<file path="config.mk">
export PLATFORM = sky130hd
export DESIGN_NAME = sec_rtc
export DESIGN_NICKNAME = d
export VERILOG_FILES = /design/src/rtl/sec_rtc_pkg.sv /design/src/rtl/sec_rtc_regfile.sv /design/src/rtl/sec_rtc_counter.sv /design/src/rtl/sec_rtc_alarm.sv /design/src/rtl/sec_rtc.sv
export SDC_FILE = /design/constraint.sdc
export NUM_CORES = 1
export LEC_CHECK = 0
export BUFFER_PORTS_ARGS = -buffer_cell sky130_fd_sc_hd__buf_2
export CAP_MARGIN = 10
export CORE_MARGIN = 3
export CORE_UTILIZATION = 40
export CTS_CLUSTER_SIZE = 16
export DETAILED_ROUTE_END_ITERATION = 10
export PLACE_DENSITY = 0.64
export SLEW_MARGIN = 20
export SYNTH_ARGS = -nofsm -noshare
export SYNTH_HDL_FRONTEND = slang
export SYNTH_HIERARCHICAL = 1
export SYNTH_SLANG_ARGS = --single-unit
export TNS_END_PERCENT = 100
</file>
<file path="constraint.sdc">
create_clock -name clk -period 4.3 [get_ports clk]
set_input_delay 0.43 -clock clk [delete_from_list [all_inputs] [get_ports clk]]
set_output_delay 0.43 -clock clk [all_outputs]
set_load 0.01 [all_outputs]
</file>
<file path="src/rtl/sec_rtc_pkg.sv">
package sec_rtc_pkg;

    localparam int BYTE_W = 8;
    localparam int NBYTES = 4;
    localparam int SEC_W  = BYTE_W * NBYTES;
    localparam int ADDR_W = 4;
    localparam int IDX_W  = $clog2(NBYTES);

    // Offsets that software decodes; kept fixed.
    localparam logic [ADDR_W-1:0] OFF_CTRL  = 4'h0;
    localparam logic [ADDR_W-1:0] OFF_ACLR  = 4'h1;
    localparam logic [ADDR_W-1:0] OFF_STAGE = 4'h2;
    localparam logic [ADDR_W-1:0] OFF_LIVE  = 4'h6;
    localparam logic [ADDR_W-1:0] OFF_ALARM = 4'hA;

    localparam int RUN_BIT    = 7;
    localparam int ALM_EN_BIT = 1;
    localparam int ACLR_BIT   = 0;

    typedef enum logic [2:0] {
        SEL_NONE,
        SEL_CTRL,
        SEL_ACLR,
        SEL_STAGE,
        SEL_LIVE,
        SEL_ALARM
    } region_e;

    typedef struct packed {
        region_e            region;
        logic [IDX_W-1:0]   idx;
    } reg_sel_t;

    function automatic logic in_window(input logic [ADDR_W-1:0] a,
                                       input logic [ADDR_W-1:0] base);
        logic [ADDR_W-1:0] d;
        d = a - base;
        return (a >= base) && (d < ADDR_W'(NBYTES));
    endfunction

    function automatic logic [IDX_W-1:0] window_idx(input logic [ADDR_W-1:0] a,
                                                    input logic [ADDR_W-1:0] base);
        logic [ADDR_W-1:0] d;
        d = a - base;
        return d[IDX_W-1:0];
    endfunction

    function automatic reg_sel_t decode_addr(input logic [ADDR_W-1:0] a);
        reg_sel_t s;
        s.region = SEL_NONE;
        s.idx    = '0;
        if (a == OFF_CTRL) begin
            s.region = SEL_CTRL;
        end else if (a == OFF_ACLR) begin
            s.region = SEL_ACLR;
        end else if (in_window(a, OFF_STAGE)) begin
            s.region = SEL_STAGE;
            s.idx    = window_idx(a, OFF_STAGE);
        end else if (in_window(a, OFF_LIVE)) begin
            s.region = SEL_LIVE;
            s.idx    = window_idx(a, OFF_LIVE);
        end else if (in_window(a, OFF_ALARM)) begin
            s.region = SEL_ALARM;
            s.idx    = window_idx(a, OFF_ALARM);
        end
        return s;
    endfunction

endpackage

</file>
<file path="src/rtl/sec_rtc_regfile.sv">
module sec_rtc_regfile
    import sec_rtc_pkg::*;
(
    input  logic              clk,
    input  logic              rst,
    input  logic [ADDR_W-1:0] addr,
    input  logic [BYTE_W-1:0] wdata,
    input  logic              wr,
    input  logic              rd,
    input  logic [SEC_W-1:0]  live_cnt,
    output logic [BYTE_W-1:0] ctrl_q,
    output logic [SEC_W-1:0]  alarm_val,
    output logic              commit,
    output logic [SEC_W-1:0]  load_val,
    output logic              clr_req,
    output logic [BYTE_W-1:0] rdata
);

    reg_sel_t          sel;
    logic [BYTE_W-1:0] stage_b [NBYTES];
    logic [BYTE_W-1:0] alarm_b [NBYTES];

    assign sel     = decode_addr(addr);
    assign commit  = wr && (sel.region == SEL_STAGE) && (sel.idx == '0);
    assign clr_req = wr && (sel.region == SEL_ACLR) && wdata[ACLR_BIT];

    always_ff @(posedge clk) begin
        if (rst) begin
            ctrl_q <= '0;
        end else if (wr && sel.region == SEL_CTRL) begin
            ctrl_q <= wdata;
        end
    end

    for (genvar i = 0; i < NBYTES; i++) begin : g_bytes
        always_ff @(posedge clk) begin
            if (rst) begin
                stage_b[i] <= '0;
            end else if (wr && sel.region == SEL_STAGE && sel.idx == IDX_W'(i)) begin
                stage_b[i] <= wdata;
            end
        end

        always_ff @(posedge clk) begin
            if (rst) begin
                alarm_b[i] <= '0;
            end else if (wr && sel.region == SEL_ALARM && sel.idx == IDX_W'(i)) begin
                alarm_b[i] <= wdata;
            end
        end

        assign alarm_val[i*BYTE_W +: BYTE_W] = alarm_b[i];

        if (i == 0) begin : g_low
            assign load_val[BYTE_W-1:0] = wdata;
        end else begin : g_high
            assign load_val[i*BYTE_W +: BYTE_W] = stage_b[i];
        end
    end

    always_ff @(posedge clk) begin
        if (rst) begin
            rdata <= '0;
        end else if (rd) begin
            case (sel.region)
                SEL_CTRL:  rdata <= ctrl_q;
                SEL_STAGE: rdata <= stage_b[sel.idx];
                SEL_LIVE:  rdata <= live_cnt[sel.idx*BYTE_W +: BYTE_W];
                SEL_ALARM: rdata <= alarm_b[sel.idx];
                default:   rdata <= '0;
            endcase
        end
    end

endmodule

</file>
<file path="src/rtl/sec_rtc_counter.sv">
module sec_rtc_counter #(
    parameter int W = 32
) (
    input  logic         clk,
    input  logic         rst,
    input  logic         run,
    input  logic         tick,
    input  logic         load,
    input  logic [W-1:0] load_val,
    output logic [W-1:0] cnt
);

    always_ff @(posedge clk) begin
        if (rst) begin
            cnt <= '0;
        end else if (load) begin
            cnt <= load_val;
        end else if (run && tick) begin
            cnt <= cnt + W'(1);
        end
    end

endmodule

</file>
<file path="src/rtl/sec_rtc_alarm.sv">
module sec_rtc_alarm #(
    parameter int W = 32
) (
    input  logic         clk,
    input  logic         rst,
    input  logic [W-1:0] cnt,
    input  logic [W-1:0] alarm_val,
    input  logic         alarm_en,
    input  logic         clr_req,
    output logic         pending
);

    logic [W-1:0] prev_cnt;
    logic         hit;

    assign hit = alarm_en && (cnt == alarm_val) && (cnt != prev_cnt);

    always_ff @(posedge clk) begin
        if (rst) begin
            prev_cnt <= '0;
            pending  <= 1'b0;
        end else begin
            prev_cnt <= cnt;
            if (hit) begin
                pending <= 1'b1;
            end else if (clr_req) begin
                pending <= 1'b0;
            end
        end
    end

endmodule

</file>
<file path="src/rtl/sec_rtc.sv">
module sec_rtc
    import sec_rtc_pkg::*;
(
    input  logic              clk,
    input  logic              rst,
    input  logic              tick,
    input  logic [ADDR_W-1:0] bus_addr,
    input  logic [BYTE_W-1:0] bus_wdata,
    input  logic              bus_wr,
    input  logic              bus_rd,
    output logic [BYTE_W-1:0] bus_rdata,
    output logic              alarm_irq
);

    logic [BYTE_W-1:0] ctrl_q;
    logic [SEC_W-1:0]  alarm_val;
    logic [SEC_W-1:0]  load_val;
    logic [SEC_W-1:0]  cnt;
    logic              commit;
    logic              clr_req;

    sec_rtc_regfile u_regs (
        .clk       (clk),
        .rst       (rst),
        .addr      (bus_addr),
        .wdata     (bus_wdata),
        .wr        (bus_wr),
        .rd        (bus_rd),
        .live_cnt  (cnt),
        .ctrl_q    (ctrl_q),
        .alarm_val (alarm_val),
        .commit    (commit),
        .load_val  (load_val),
        .clr_req   (clr_req),
        .rdata     (bus_rdata)
    );

    sec_rtc_counter #(.W(SEC_W)) u_cnt (
        .clk      (clk),
        .rst      (rst),
        .run      (ctrl_q[RUN_BIT]),
        .tick     (tick),
        .load     (commit),
        .load_val (load_val),
        .cnt      (cnt)
    );

    sec_rtc_alarm #(.W(SEC_W)) u_alarm (
        .clk       (clk),
        .rst       (rst),
        .cnt       (cnt),
        .alarm_val (alarm_val),
        .alarm_en  (ctrl_q[ALM_EN_BIT]),
        .clr_req   (clr_req),
        .pending   (alarm_irq)
    );

endmodule

</file>
### Word-level counts from Yosys, hierarchy flattened

Memory sizes are Yosys's and may differ from the RTL's.
Index checks and enable logic that the tools add are counted.

* add/subtract/negate cells: 4
* magnitude comparators: 6
* eq/ne operators: 11
* shift operators: 1
* muxes and demuxes: 46
* bitwise logic cells: 8
* reductions and logical operators: 23

Operators with widths (count)
* 32-bit 2-to-1 mux: 2
* 8-bit 2-to-1 mux: 8
* 32-bit by 1-bit adder with 32-bit output, second input constant: 1
* 32-bit == test: 1
* 32-bit inequality test: 1
* 8-bit case mux with 4 select lines: 1
* 32-bit by 6-bit variable part select with 8-bit output: 1
* 1-bit 2-to-1 mux: 28
* 1-bit logical AND: 19
* 5-bit 2-to-1 mux: 3
* 4-bit by 3-bit less-than comparator with 1-bit output, second input constant: 3
* 1-bit OR: 8
* 3-bit by 2-bit == test with 1-bit output, second input constant: 2
* 3-bit == test, second input constant: 2
* 3-bit 2-to-1 mux: 2
* 2-bit == test, second input constant: 2
* 4-bit by 1-bit == test with 1-bit output, second input constant: 1
* 4-bit by 2-bit greater-or-equal comparator with 1-bit output, second input constant: 1
* 4-bit by 3-bit greater-or-equal comparator with 1-bit output, second input constant: 1
* 4-bit greater-or-equal comparator, second input constant: 1
* 4-bit logical NOT: 1
* 2-bit 2-to-1 mux: 2
* 2-bit nonzero test: 2
* 4-bit by 2-bit subtractor with 4-bit output, second input constant: 1
* other kinds (5): 5

* flip-flop bits (word level): 81
* RAM bits: 64
* bits of input ports: 17
* output and inout bits: 9
* memories: 2

Memory list
* u_regs.alarm_b: words 4, width 8, rd ports 5, clocked after Yosys merged registers in 0, write ports 4, line sec_rtc_regfile.sv:21 `logic [BYTE_W-1:0] alarm_b [NBYTES];`
* u_regs.stage_b: words 4, width 8, rd ports 4, clocked after Yosys merged registers in 0, write ports 4, line sec_rtc_regfile.sv:20 `logic [BYTE_W-1:0] stage_b [NBYTES];`

### Depth between registers and ports, before layout

Gate-level depths: netlist of the first run.

* depth in word-level cells: 15
* mapped depth: 15
* mapped depth without buffers: 10

### Cells and area by module

The synthesis of the first run kept the hierarchy.

By module, submodules not included
* sec_rtc_regfile: times used 1, cells each 425, area an instance 4505.6 sq um, sequential area each 2242.2 sq um
* sec_rtc_counter: times used 1, cells each 246, area an instance 1901.8 sq um, sequential area each 640.6 sq um
* sec_rtc_alarm: times used 1, cells each 158, area an instance 1587.8 sq um, sequential area each 660.6 sq um

### Least setup slack after synthesis of the first run

OpenSTA, ideal clock, no wires.

* kind: input-to-reg
* from: in bus_addr[1]
* to: reg u_cnt.cnt[14]
* setup time: 0.115 ns
* arrival time: 3.164 ns
* slack: 1.021 ns
* stages on the path: 14
* buffers on the path: 7
* cells stage by stage: buf_2 inv_1 buf_1 ha_1 clkbuf_1 a311o_1 a21oi_1 buf_4 nor2_1 clkbuf_1 clkbuf_1 clkbuf_1 a21oi_1 o21a_1

* longest elaborated chain between the ends: 12

Ends and longest elaborated chain
* start, declared: line sec_rtc.sv:7 `input logic [ADDR_W-1:0] bus_addr,`
* 4-bit subtractor: line sec_rtc_pkg.sv:37 `d = a - base;`
* 4-bit by 3-bit less-than comparator with 1-bit output: line sec_rtc_pkg.sv:38 `return (a >= base) && (d < ADDR_W'(NBYTES));`
* 1-bit logical AND: line sec_rtc_pkg.sv:38
* 5-bit 2-to-1 mux: line sec_rtc_pkg.sv:62 `end else if (in_window(a, OFF_ALARM)) begin`
* 5-bit 2-to-1 mux: line sec_rtc_pkg.sv:59 `end else if (in_window(a, OFF_LIVE)) begin`
* 5-bit 2-to-1 mux: line sec_rtc_pkg.sv:56 `end else if (in_window(a, OFF_STAGE)) begin`
* 3-bit 2-to-1 mux: line sec_rtc_pkg.sv:54 `end else if (a == OFF_ACLR) begin`
* 3-bit 2-to-1 mux: line sec_rtc_pkg.sv:52 `if (a == OFF_CTRL) begin`
* 3-bit by 2-bit == test with 1-bit output: line sec_rtc_regfile.sv:24 `assign commit = wr && (sel.region == SEL_STAGE) && (sel.idx == '0);`
* 1-bit logical AND: line sec_rtc_regfile.sv:24
* 1-bit logical AND *: line sec_rtc_regfile.sv:24
* net commit: line sec_rtc.sv:19 `logic commit;`
* 32-bit 2-to-1 mux or 2-bit nonzero test (tied branches)
* end signal, assigned: line sec_rtc_counter.sv:17 `cnt <= load_val;`
* end signal, assigned: line sec_rtc_counter.sv:19 `cnt <= cnt + W'(1);`
* end, declared: line sec_rtc_counter.sv:10 `output logic [W-1:0] cnt`

The timed path passes the listed nets; every way through them passes the cells marked *.
A chain may end at the register's enable or synchronous reset.

### Worst setup path in the final report of the first run

* from: in bus_addr[1]
* to: reg u_cnt.cnt[21]

The elaborated chain is that of the path after synthesis.

==> key figures, run 1 <==
Status
  – Status: finished clean

Global route
  – Number of global-route vias before repair: 6,233
  – Initial antenna violation count: 1
  – First-pass GRT wire length: 37,940 microns
  – Largest net degree at the start of global routing: 50
  – GRT overflow: 0
  – Tot GR Track Use: 23.26%

Die
  – Die footprint: about 22,000 sq um
  – Core area: ~20,000 sq um
  – Initial Utilization: 40.95%
  – DIE WIDTH: ~150 microns
  – I/O pins: 26
  – Die height: 147.4 microns
  – FP Rows: 51

Synthesis
  – Post-Synthesis Cells: 829
  – Synth top area cells: edfxtp_1 24%, dfxtp_1 20%, and2_1 5.7%, xor2_1 5.1%, xnor2_1 4.8%
  – Register bit total from synthesis: 145
  – Sequential-to-total area share from yosys stat: between 40 and 50%
  – Syn Area/Cell: 9.644 sq um
  – Ys flop type: dfxtp_1
  – Post-synth EDFFs: 64
  – Post-Syn Area: 7995 sq um
  – Top cell type's share of synthesized area: 24.04%
  – Post-synthesis async set-or-reset flop share: 0%
  – Ys Warns: 6
  – Count leader, synth: dfxtp_1
  – Post-synth cell types: 74
  – Synth area leader: edfxtp_1
  – Syn nets: 850
  – Commonest cells in the netlist: 81 x dfxtp_1, 73 x and2_1, 64 x edfxtp_1, 62 x nand2_1, 47 x xor2_1

Clock network
  – Clock root buffer master: clkbuf_16
  – H-tree depth: 4
  – Num CTS Buffers: 17
  – Post_cts resized: 0
  – Clk sinks: 145
  – Post-CTS setup buffers: 0
  – Clock Latency Late Sink: between 0.4 and 0.5 ns
  – Clk buf depth: 2
  – Hold_buf cts: 0
  – TritonCTS clock tree: built
  – Clock slew at the register clock pins of the worst setup and hold paths: 0.07 ns

Routing
  – Antenna Nets Post-Route: 0
  – Max Used Layer: met4
  – Via count: roughly 6,600
  – DRT Wirelength: 25,310 microns
  – Initial DRC count: ~970
  – Met2 Routed Length: 11,460 microns
  – Drc violations: 0
  – Wire per inst: 22.78 microns
  – Drt first pass iters: 6
  – Avg Vias per Cell: between 5 and 6
  – Routed wl met3: between 2000 and 3000 microns
  – Metal1 wirelength: between 10,000 and 15,000 microns

Timing
  – Period utilization: roughly 70%
  – Worst hold slack: around 0.38 ns
  – # setup viols final: 0
  – Skew final: roughly 0.011 ns
  – Slew headroom: 47.74%
  – TNS Setup: 0 ns
  – Slew @ Worst Pin: 0.7839 ns
  – Maximum clock frequency: between 0.3 and 0.4 GHz
  – Final max-slew violation count: 0
  – Setup ws final: 1.283 ns
  – RSZ-0062 raised after global routing: false
  – Minimum clock period: 3.017 ns
  – Final Hold Viols: 0

Critical path
  – Worst Setup End Kind: register
  – WP data required: 4.62 ns
  – CP startpoint kind: input port
  – Worst EP arrival: between 3 and 4 ns
  – WS Path Type: input port to register
  – CP Max Fanout: 23

Pwr
  – P per Cell Area: between 400 and 500 nW/um^2
  – Pleak: 0.003256 uW
  – Maximum VDD drop: ~280 uV

Layout
  – Diode count: 0
  – Area growth, synth to finish: 11.49%
  – Post-Layout Cell Count: 1,111
  – Layout Utilization: around 46%
  – Register Area: 3543 sq um
  – Multi-input gate area: 4125 sq um
  – Nets: 854
  – FILL cells: 1,889
  – Share of post-route cells with drive strength above 1: roughly an eighth

Placed design
  – Post-Place Worst Slack: 0.9550 ns
  – Port Buf Inserts: 25
  – Routability cong.: 0.9991
  – DP HPWL: 18,000 microns
  – Placed instance count: 1,079

Job
  – Max-cap violations: 0

Min path
  – Worst min path class: input port to register
==> where the power goes <==
group          total [uW]  switching, uW  internal [uW]  leakage (uW)
Clock                1600            627            978      0.000303
Sequential           1610            102           1510       0.00127
Combinational         376            233            143       0.00168
==> cells by family (layout without fill, tap and decap cells) <==
| logic type | Yosys count | in the layout | synth area share, % |
|---|---|---|---|
| AND/OR/NAND/NOR | 348 | 348 | 24.71 |
| AO/OA/AOI/OAI | 162 | 162 | 15.35 |
| flip-flops | 145 | 145 | 44.32 |
| XOR/XNOR | 91 | 91 | 9.969 |
| buffers and inverters | 73 | 90 | 4.257 |
| multiplexers | 6 | 6 | 0.7668 |
| adder cells (fa/ha/maj) | 4 | 4 | 0.6260 |
==> per-stage QoR <==
step / instance area (sq um) / power (uW)
global placement: 8274 / 2001
finish: 8914 / 3591
global route: 8914 / 3686
floorplan: 7995 / 1860
detailed placement: 8274 / 2005
CTS: 8907 / 3593
==> worst max-delay path, cell delays in order <==
cell	delay, ns
buf_2	0.10
inv_1	0.34
ha_1	0.46
and2_1	0.25
a211oi_4	0.07
nor2_2	0.24
nand2_1	0.18
nor2_4	0.46
buf_4	0.36
nor3b_1	0.09
a2111oi_0	0.34
==> area by class of cell <==
cell class	count	share of cell area (%)
multi-input cells	611	46.28
flip-flops and latches	145	39.75
clock buffers	17	4.773
well taps	265	3.720
clock inverters	15	2.330
repair buffers	33	2.077
inverters	25	1.067
==> flip-flops by register name, summed over array words and instances, names as in the netlist <==
register,cells
u_alarm/prev_cnt,32
u_cnt/cnt,32
u_regs/alarm_b,32
u_regs/stage_b,32
u_regs/ctrl_q,8
u_regs/rdata,8
u_alarm/pending,1
==> per-layer routing <==
metal / up-vias / track usage [%]
met1: 3140 / 31.47
met2: 378 / 36.68
met5: - / 0
met3: 59 / 4.997
li1: 2984 / -
met4: 0 / 9.087
==> placed cells by master (no fill, tap or decap), drive strengths merged, types with 4 or more instances in the layout <==
| cell type | count |
|---|---|
| a31o | 5 |
| buf | 33 |
| a2111oi | 8 |
| nand4 | 23 |
| o2bb2ai | 7 |
| nor2b | 46 |
| ha | 4 |
| nand2b | 6 |
| bufinv | 4 |
| o21a | 12 |
| inv | 27 |
| xnor2 | 44 |
| nor3 | 13 |
| a221oi | 9 |
| clkinv | 6 |
| nand2 | 62 |
| edfxtp | 64 |
| xor2 | 47 |
| a22o | 6 |
| and2 | 73 |
| o21ai | 19 |
| o211a | 8 |
| clkbuf | 17 |
| nor4 | 20 |
| a31oi | 16 |
| mux2i | 5 |
| o22ai | 6 |
| a22oi | 10 |
| and4 | 7 |
| or2 | 4 |
| nand3 | 35 |
| a21oi | 39 |
| nor3b | 8 |
| nor2 | 40 |
| dfxtp | 81 |
==> worst paths after layout <==
check | startpoint | endpoint | slack, ns | cells after the start
min | bus_wdata[3] | u_regs/ctrl_q[3]$_SDFFE_PP0P_ | 0.38 | 3
max reg2reg | u_cnt/cnt[5]$_SDFFE_PP0P_ | u_cnt/cnt[30]$_SDFFE_PP0P_ | 1.90 | 5
max | bus_addr[1] | u_cnt/cnt[21]$_SDFFE_PP0P_ | 1.28 | 11
min reg2reg | u_alarm/pending$_SDFFE_PP0P_ | u_alarm/pending$_SDFFE_PP0P_ | 0.44 | 2
No activity file was read; power rests on OpenSTA's default activity.
==> inputs of run 2 (changes only) <==
--- a/config.mk
+++ b/config.mk
@@ -5,13 +5,14 @@
 export SDC_FILE = /design/constraint.sdc
 export NUM_CORES = 1
 export LEC_CHECK = 0
+export ABC_AREA = 1
 export BUFFER_PORTS_ARGS = -buffer_cell sky130_fd_sc_hd__buf_2
 export CAP_MARGIN = 10
 export CORE_MARGIN = 3
 export CORE_UTILIZATION = 40
 export CTS_CLUSTER_SIZE = 16
 export DETAILED_ROUTE_END_ITERATION = 10
-export PLACE_DENSITY = 0.64
+export PLACE_DENSITY = 0.66
 export SLEW_MARGIN = 20
 export SYNTH_ARGS = -nofsm -noshare
 export SYNTH_HDL_FRONTEND = slang
==> constraint.sdc (replaced) <==
create_clock -name clk -period 2.42 [get_ports clk]
set_input_delay 0.242 -clock clk [delete_from_list [all_inputs] [get_ports clk]]
set_output_delay 0.242 -clock clk [all_outputs]
set_load 0.01 [all_outputs]
==> key figures, run 2 <==
Timing
  – Slew headroom: a little over half
  – Worst hold slack: 0.1202 ns
  – Period utilization: 87.39%
  – Final Hold Viols: 0
  – Minimum clock period: 2.115 ns
  – # setup viols final: 0
  – RSZ-0062 raised after global routing: false
  – Skew final: 0.008399 ns
  – Final max-slew violation count: 0
  – Maximum clock frequency: 0.4728 GHz
  – Slew @ Worst Pin: 0.7157 ns

Critical path
  – WS Path Type: input port to register
  – Worst R2R End: u_cnt/cnt[26]$_SDFFE_PP0P_
  – CP Max Fanout: 25
  – WP data required: 2.78 ns
  – CP startpoint kind: input port
  – Worst Setup End Kind: register
  – Worst EP arrival: 2.47 ns
  – R2R Setup Slk: roughly 0.44 ns
  – Worst R2R Path Depth: 8
  – R2R Path Start: u_cnt/cnt[0]$_SDFFE_PP0P_

Layout
  – Diode count: 0
  – Most common cell after layout, fill and taps aside: nand2_1
  – Post-Layout Cell Count: 1,606
  – Nets: around 1,300
  – Most frequent cells in the layout: 483 x nand2_1, 172 x nor2_1, 118 x inv_1, 81 x dfxtp_1, 64 x edfxtp_1
  – Area growth, synth to finish: 14.60%
  – Share of post-route cells with drive strength above 1: 12.32%

Clock network
  – Num CTS Buffers: 17
  – H-tree depth: 4
  – Clock slew at the register clock pins of the worst setup and hold paths: around 0.06 ns
  – Clk sinks: 145
  – TritonCTS clock tree: built
  – Clock Latency Late Sink: approximately 0.43 ns
  – Clk buf depth: 2
  – Clock root buffer master: clkbuf_16
  – Hold_buf cts: 0
  – Post-CTS setup buffers: 0
  – Post_cts resized: 0

Synthesis
  – Sequential-to-total area share from yosys stat: 40.88%
  – Post-synthesis async set-or-reset flop share: 0%
  – Register bit total from synthesis: approximately 150
  – Post-Syn Area: 8667 sq um
  – Ys flop type: dfxtp_1
  – Commonest cells in the netlist: 483 x nand2_1, 172 x nor2_1, 118 x inv_1, 81 x dfxtp_1, 64 x edfxtp_1
  – Post-synth cell types: 40
  – Synth top area cells: edfxtp_1 22%, nand2_1 21%, dfxtp_1 19%, nor2_1 7.4%, inv_1 5.1%
  – Top cell type's share of synthesized area: 22.17%
  – Ys Warns: 6
  – Synth area leader: edfxtp_1
  – Post-Synthesis Cells: ~1,300
  – Syn nets: approximately 1,300
  – Syn Area/Cell: around 6.8 sq um
  – Post-synth EDFFs: 64
  – Count leader, synth: nand2_1

Die
  – I/O pins: 26
  – Die footprint: about 23,000 sq um
  – Initial Utilization: 40.97%
  – DIE WIDTH: approximately 150 microns
  – Core area: 21,150 sq um
  – FP Rows: 53
  – Die height: 153.2 microns

Placed design
  – Placed instance count: between 1,500 and 2,000
  – DP HPWL: 19,850 microns
  – Routability cong.: 0.9317
  – Port Buf Inserts: 25

Global route
  – Number of global-route vias before repair: 7,896
  – GRT overflow: 0
  – First-pass GRT wire length: between 40,000 and 50,000 microns
  – Tot GR Track Use: 23.27%
  – Largest net degree at the start of global routing: 62
  – Initial antenna violation count: 0

Routing
  – Drt first pass iters: 6
  – DRT Wirelength: approximately 27,000 microns
  – Antenna Nets Post-Route: 0
  – Wire per inst: 16.89 microns
  – Drc violations: 0
  – Avg Vias per Cell: approximately 5.3
  – Initial DRC count: between 1,000 and 1,500
  – Via count: 8,451

Pwr
  – Maximum VDD drop: 464.3 uV
  – Pleak: 0.004210 uW
  – P per Cell Area: 636.9 nW/um^2

Min path
  – Min-delay src: bus_wdata[4]
  – Worst min path class: input port to register
  – Hold Path End: u_cnt/cnt[4]$_SDFFE_PP0P_
  – Hold depth: 3

Job
  – Max-cap violations: 0

Status
  – Status: finished clean
[run 2: changes by cell type after synthesis, sizes merged, moves of 29 or more]
cell,delta
xor2,-46
inv,+106
and2,-72
nor2b,-46
nand3,+29
nand2,+432
nor2,+149
[run 2: layer usage]
layer	wire length, microns	GRT usage (%)	vias up
met5	0	0	-
li1	-	-	4137
met1	11520	31.25	3870
met4	884	9.037	0
met3	2748	6.540	57
met2	11980	35.65	387
[run 2: final cells by class]
type	instances	area (sq um)
inverters	130	488.0
clock inverters	14	145.1
flip-flops and latches	145	3543
well taps	275	344.1
repair buffers	78	623.1
fillers	2108	11220
multi-input cells	946	4349
clock buffers	18	439.2
[run 2: logic make-up (layout without fill, tap and decap cells)]
group                      Yosys count  after routing  synth area share, %
buffers and inverters              184            240                9.051
xor gates and xnor gates            30             30                3.032
adders and majority gates            4              4               0.5775
and+or+nand+nor                    812            812                39.76
AOI/OAI and AO/OA                  100            100                6.699
DFF                                145            145                40.88
[run 2: how the worst max path moves through the flow]
stage	startpoint	endpoint	slack [ns]
floorplan	bus_addr[1]	u_cnt/cnt[15]$_SDFFE_PP0P_	0.004
global placement	bus_addr[1]	u_cnt/cnt[16]$_SDFFE_PP0P_	0.003
detailed placement	bus_addr[1]	u_cnt/cnt[16]$_SDFFE_PP0P_	-0.08
CTS	bus_addr[1]	u_regs/stage_b[3][6]$_SDFFCE_PN0P_	0.36
global route	bus_addr[1]	u_cnt/cnt[4]$_SDFFE_PP0P_	0.05
finish	bus_addr[1]	u_cnt/cnt[27]$_SDFFE_PP0P_	0.31
[run 2: power breakdown]
part	internal, uW	switching, uW	total, uW
logic	324	599	923
registers	2660	127	2790
clock network	1480	1140	2610
[run 2: per-stage QoR]
step	total power [uW]	setup slack (ns)	utilization, %	TNS (ns)	cell area, sq um
final	6326	0.3051	46.95	0	9932
after global routing	6580	0.05373	46.95	0	9932
after CTS	6345	0.3558	46.95	0	9932
after detailed placement	3743	-0.07963	44.19	-2.043	9348
after global placement	3734	0.003087	44.19	0	9348
after floorplan	3380	0.004310	-	0	8675
[run 2: critical path: stages]
cell	delay [ns]
buf_2	0.10
inv_1	0.05
ha_1	0.33
nand2_1	0.07
nor2_1	0.13
nand2_1	0.11
o21ai_2	0.08
nand2_1	0.10
nor2_4	0.10
nand2_1	0.09
nor2_2	0.28
buf_4	0.35
nand2_1	0.10
o21ai_0	0.11
inv_1	0.07
a21oi_1	0.15
==> inputs of run 3 (changes only) <==
--- a/config.mk
+++ b/config.mk
@@ -9,10 +9,10 @@
 export BUFFER_PORTS_ARGS = -buffer_cell sky130_fd_sc_hd__buf_2
 export CAP_MARGIN = 10
 export CORE_MARGIN = 3
-export CORE_UTILIZATION = 40
+export CORE_UTILIZATION = 30
 export CTS_CLUSTER_SIZE = 16
 export DETAILED_ROUTE_END_ITERATION = 10
-export PLACE_DENSITY = 0.66
+export PLACE_DENSITY = 0.55
 export SLEW_MARGIN = 20
 export SYNTH_ARGS = -nofsm -noshare
 export SYNTH_HDL_FRONTEND = slang
==> key figures, run 3 (synthesis results as in run 2) <==
Placed design
  – DP HPWL: ~21,000 microns
  – Placed instance count: 1,681
  – Port Buf Inserts: 25
  – Placed instance area: 9494 sq um
  – Routability cong.: 0.9131
  – Post-Place Worst Slack: -0.08845 ns

Timing
  – Slew @ Worst Pin: 0.6357 ns
  – Skew final: 0.01217 ns
  – Maximum clock frequency: about 0.46 GHz
  – TNS Setup: 0 ns
  – # setup viols final: 0
  – Setup ws final: between 0.2 and 0.25 ns
  – Slew headroom: between 50% and 60%
  – Final Hold Viols: 0
  – Minimum clock period: 2.179 ns
  – Period utilization: 90.04%
  – RSZ-0062 raised after global routing: false
  – Final max-slew violation count: 0

Clock network
  – Post_cts resized: 0
  – Clk buf depth: 2
  – Clock slew at the register clock pins of the worst setup and hold paths: 0.06 ns
  – Clock Latency Late Sink: 0.43 ns
  – Post-CTS setup buffers: 0
  – TritonCTS clock tree: built
  – H-tree depth: 4
  – Clock root buffer master: clkbuf_16
  – Hold_buf cts: 0
  – Num CTS Buffers: 17
  – Clk sinks: roughly 150

Pwr
  – Maximum VDD drop: between 300 and 400 uV
  – P per Cell Area: approximately 650 nW/um^2
  – Pleak: approximately 0.0043 uW

Critical path
  – Most frequent cell on the critical path: nand2_1
  – WS Path Type: input port to register
  – CP startpoint kind: input port
  – Cell type of the slowest stage on the worst timing path: buf_4
  – Buffer and inverter count on the worst path: 3
  – Worst EP arrival: approximately 2.5 ns
  – Worst R2R End: u_cnt/cnt[24]$_SDFFE_PP0P_
  – Crit-path cells: buf_2 -> inv_1 -> ha_1 -> nand2_1 -> nor2_1 -> nand2_1 -> o21ai_2 -> nand2_1 -> nor2_4 -> nand2_1 -> nor2_2 -> buf_4 -> nor2_1 -> a221oi_1 -> nor2_1
  – Stages on worst setup path: 15
  – CP top delay family: simple AND/OR/NAND/NOR gates
  – Max incr delay on CP: between 0.4 and 0.5 ns
  – WP data required: 2.73 ns
  – R2R Path Start: u_cnt/cnt[0]$_SDFFE_PP0P_
  – Worst Setup End Kind: register
  – R2R Setup Slk: 0.45 ns
  – CP Max Fanout: 33
  – Worst R2R Path Depth: 8

Min path
  – Worst min path class: input port to register
  – Min-delay src: bus_wdata[1]
  – Hold Path End: u_regs/ctrl_q[1]$_SDFFE_PP0P_
  – Hold depth: 3

Routing
  – Drt first pass iters: 6
  – Avg Vias per Cell: around 4.9
  – DRT Wirelength: approximately 29,000 microns
  – Initial DRC count: 937
  – Wire per inst: 16.78 microns
  – Via count: between 8,000 and 9,000
  – Antenna Nets Post-Route: 0
  – Drc violations: 0

Global route
  – GRT overflow: 0
  – First-pass GRT wire length: 44,340 microns
  – Initial antenna violation count: 0
  – Largest net degree at the start of global routing: between 40 and 50
  – Number of global-route vias before repair: around 7,900
  – Tot GR Track Use: 18.72%

Layout
  – Diode count: 0
  – Layout Utilization: 35.95%
  – Area growth, synth to finish: 16.83%
  – Nets: 1,343
  – Most common cell after layout, fill and taps aside: nand2_1
  – Post-Layout Cell Count: about 1,700
  – Share of post-route cells with drive strength above 1: 12.43%
  – Final instance area: 10,130 sq um
  – Most frequent cells in the layout: 483 x nand2_1, 172 x nor2_1, 118 x inv_1, 81 x dfxtp_1, 64 x edfxtp_1
  – FILL cells: 3,010

Die
  – DIE WIDTH: about 180 microns
  – I/O pins: 26
  – Die height: between 150 and 200 microns
  – FP Rows: 61
  – Initial Utilization: 30.77%
  – Die footprint: 30,970 sq um
  – Core area: 28,160 sq um

Job
  – Max-cap violations: 0

Status
  – Status: finished clean
==> run 3: cell count changes in the layout (fill, tap and decap cells not counted), sizes merged <==
cell and change:
clkinv +4, buf +4, bufinv +3, inv -4, clkinvlp -3
==> run 3: final cells by class <==
cell class	count	area [sq um]	area share, %
clock inverter	14	202.7	2.002
multi-input combinational	946	4349	42.95
tap	378	473.0	4.671
timing repair buffer	82	640.6	6.326
sequential	145	3543	34.99
clock buffer	18	429.2	4.238
inverter	130	488.0	4.819
==> run 3: worst max path at each step <==
stage                start                          to  slack, ns
3_5_place_dp   bus_addr[2]   u_cnt/cnt[3]$_SDFFE_PP0P_      -0.09
3_3_place_gp   bus_addr[1]   u_cnt/cnt[3]$_SDFFE_PP0P_      -0.06
2_1_floorplan  bus_addr[1]  u_cnt/cnt[15]$_SDFFE_PP0P_      0.004
6_report       bus_addr[1]   u_cnt/cnt[3]$_SDFFE_PP0P_       0.24
5_1_grt        bus_addr[1]   u_cnt/cnt[4]$_SDFFE_PP0P_       0.04
4_1_cts        bus_addr[1]   u_cnt/cnt[3]$_SDFFE_PP0P_       0.33
==> run 3: power by group <==
group	total, uW	internal [uW]	switching [uW]
clock	2840	1740	1090
sequential	2790	2660	130
combinational	926	322	603
==> run 3: routing by layer <==
metal  track usage (%)  share of wire (%)
met5                 0                  0
met4             7.720                3.6
met3             4.882                8.4
met2             27.57                 43
met1             26.06                 45
==> run 3: metrics by stage <==
stage	hold WS [ns]	total power, uW
final	0.1488	6558
after floorplan	0.4026	3380
after global placement	0.4525	3757
after detailed placement	0.4582	3763
after CTS	0.1278	6581
after global routing	0.1413	6812
==> run 3: worst register-to-register path: stages, from the launching register on <==
cell	delay, ns
dfxtp_1	0.54
ha_1	0.23
nand2_1	0.09
nor2_1	0.38
nand2_4	0.14
nor2_4	0.20
nand3_1	0.10
nand3_1	0.11
a21oi_1	0.06
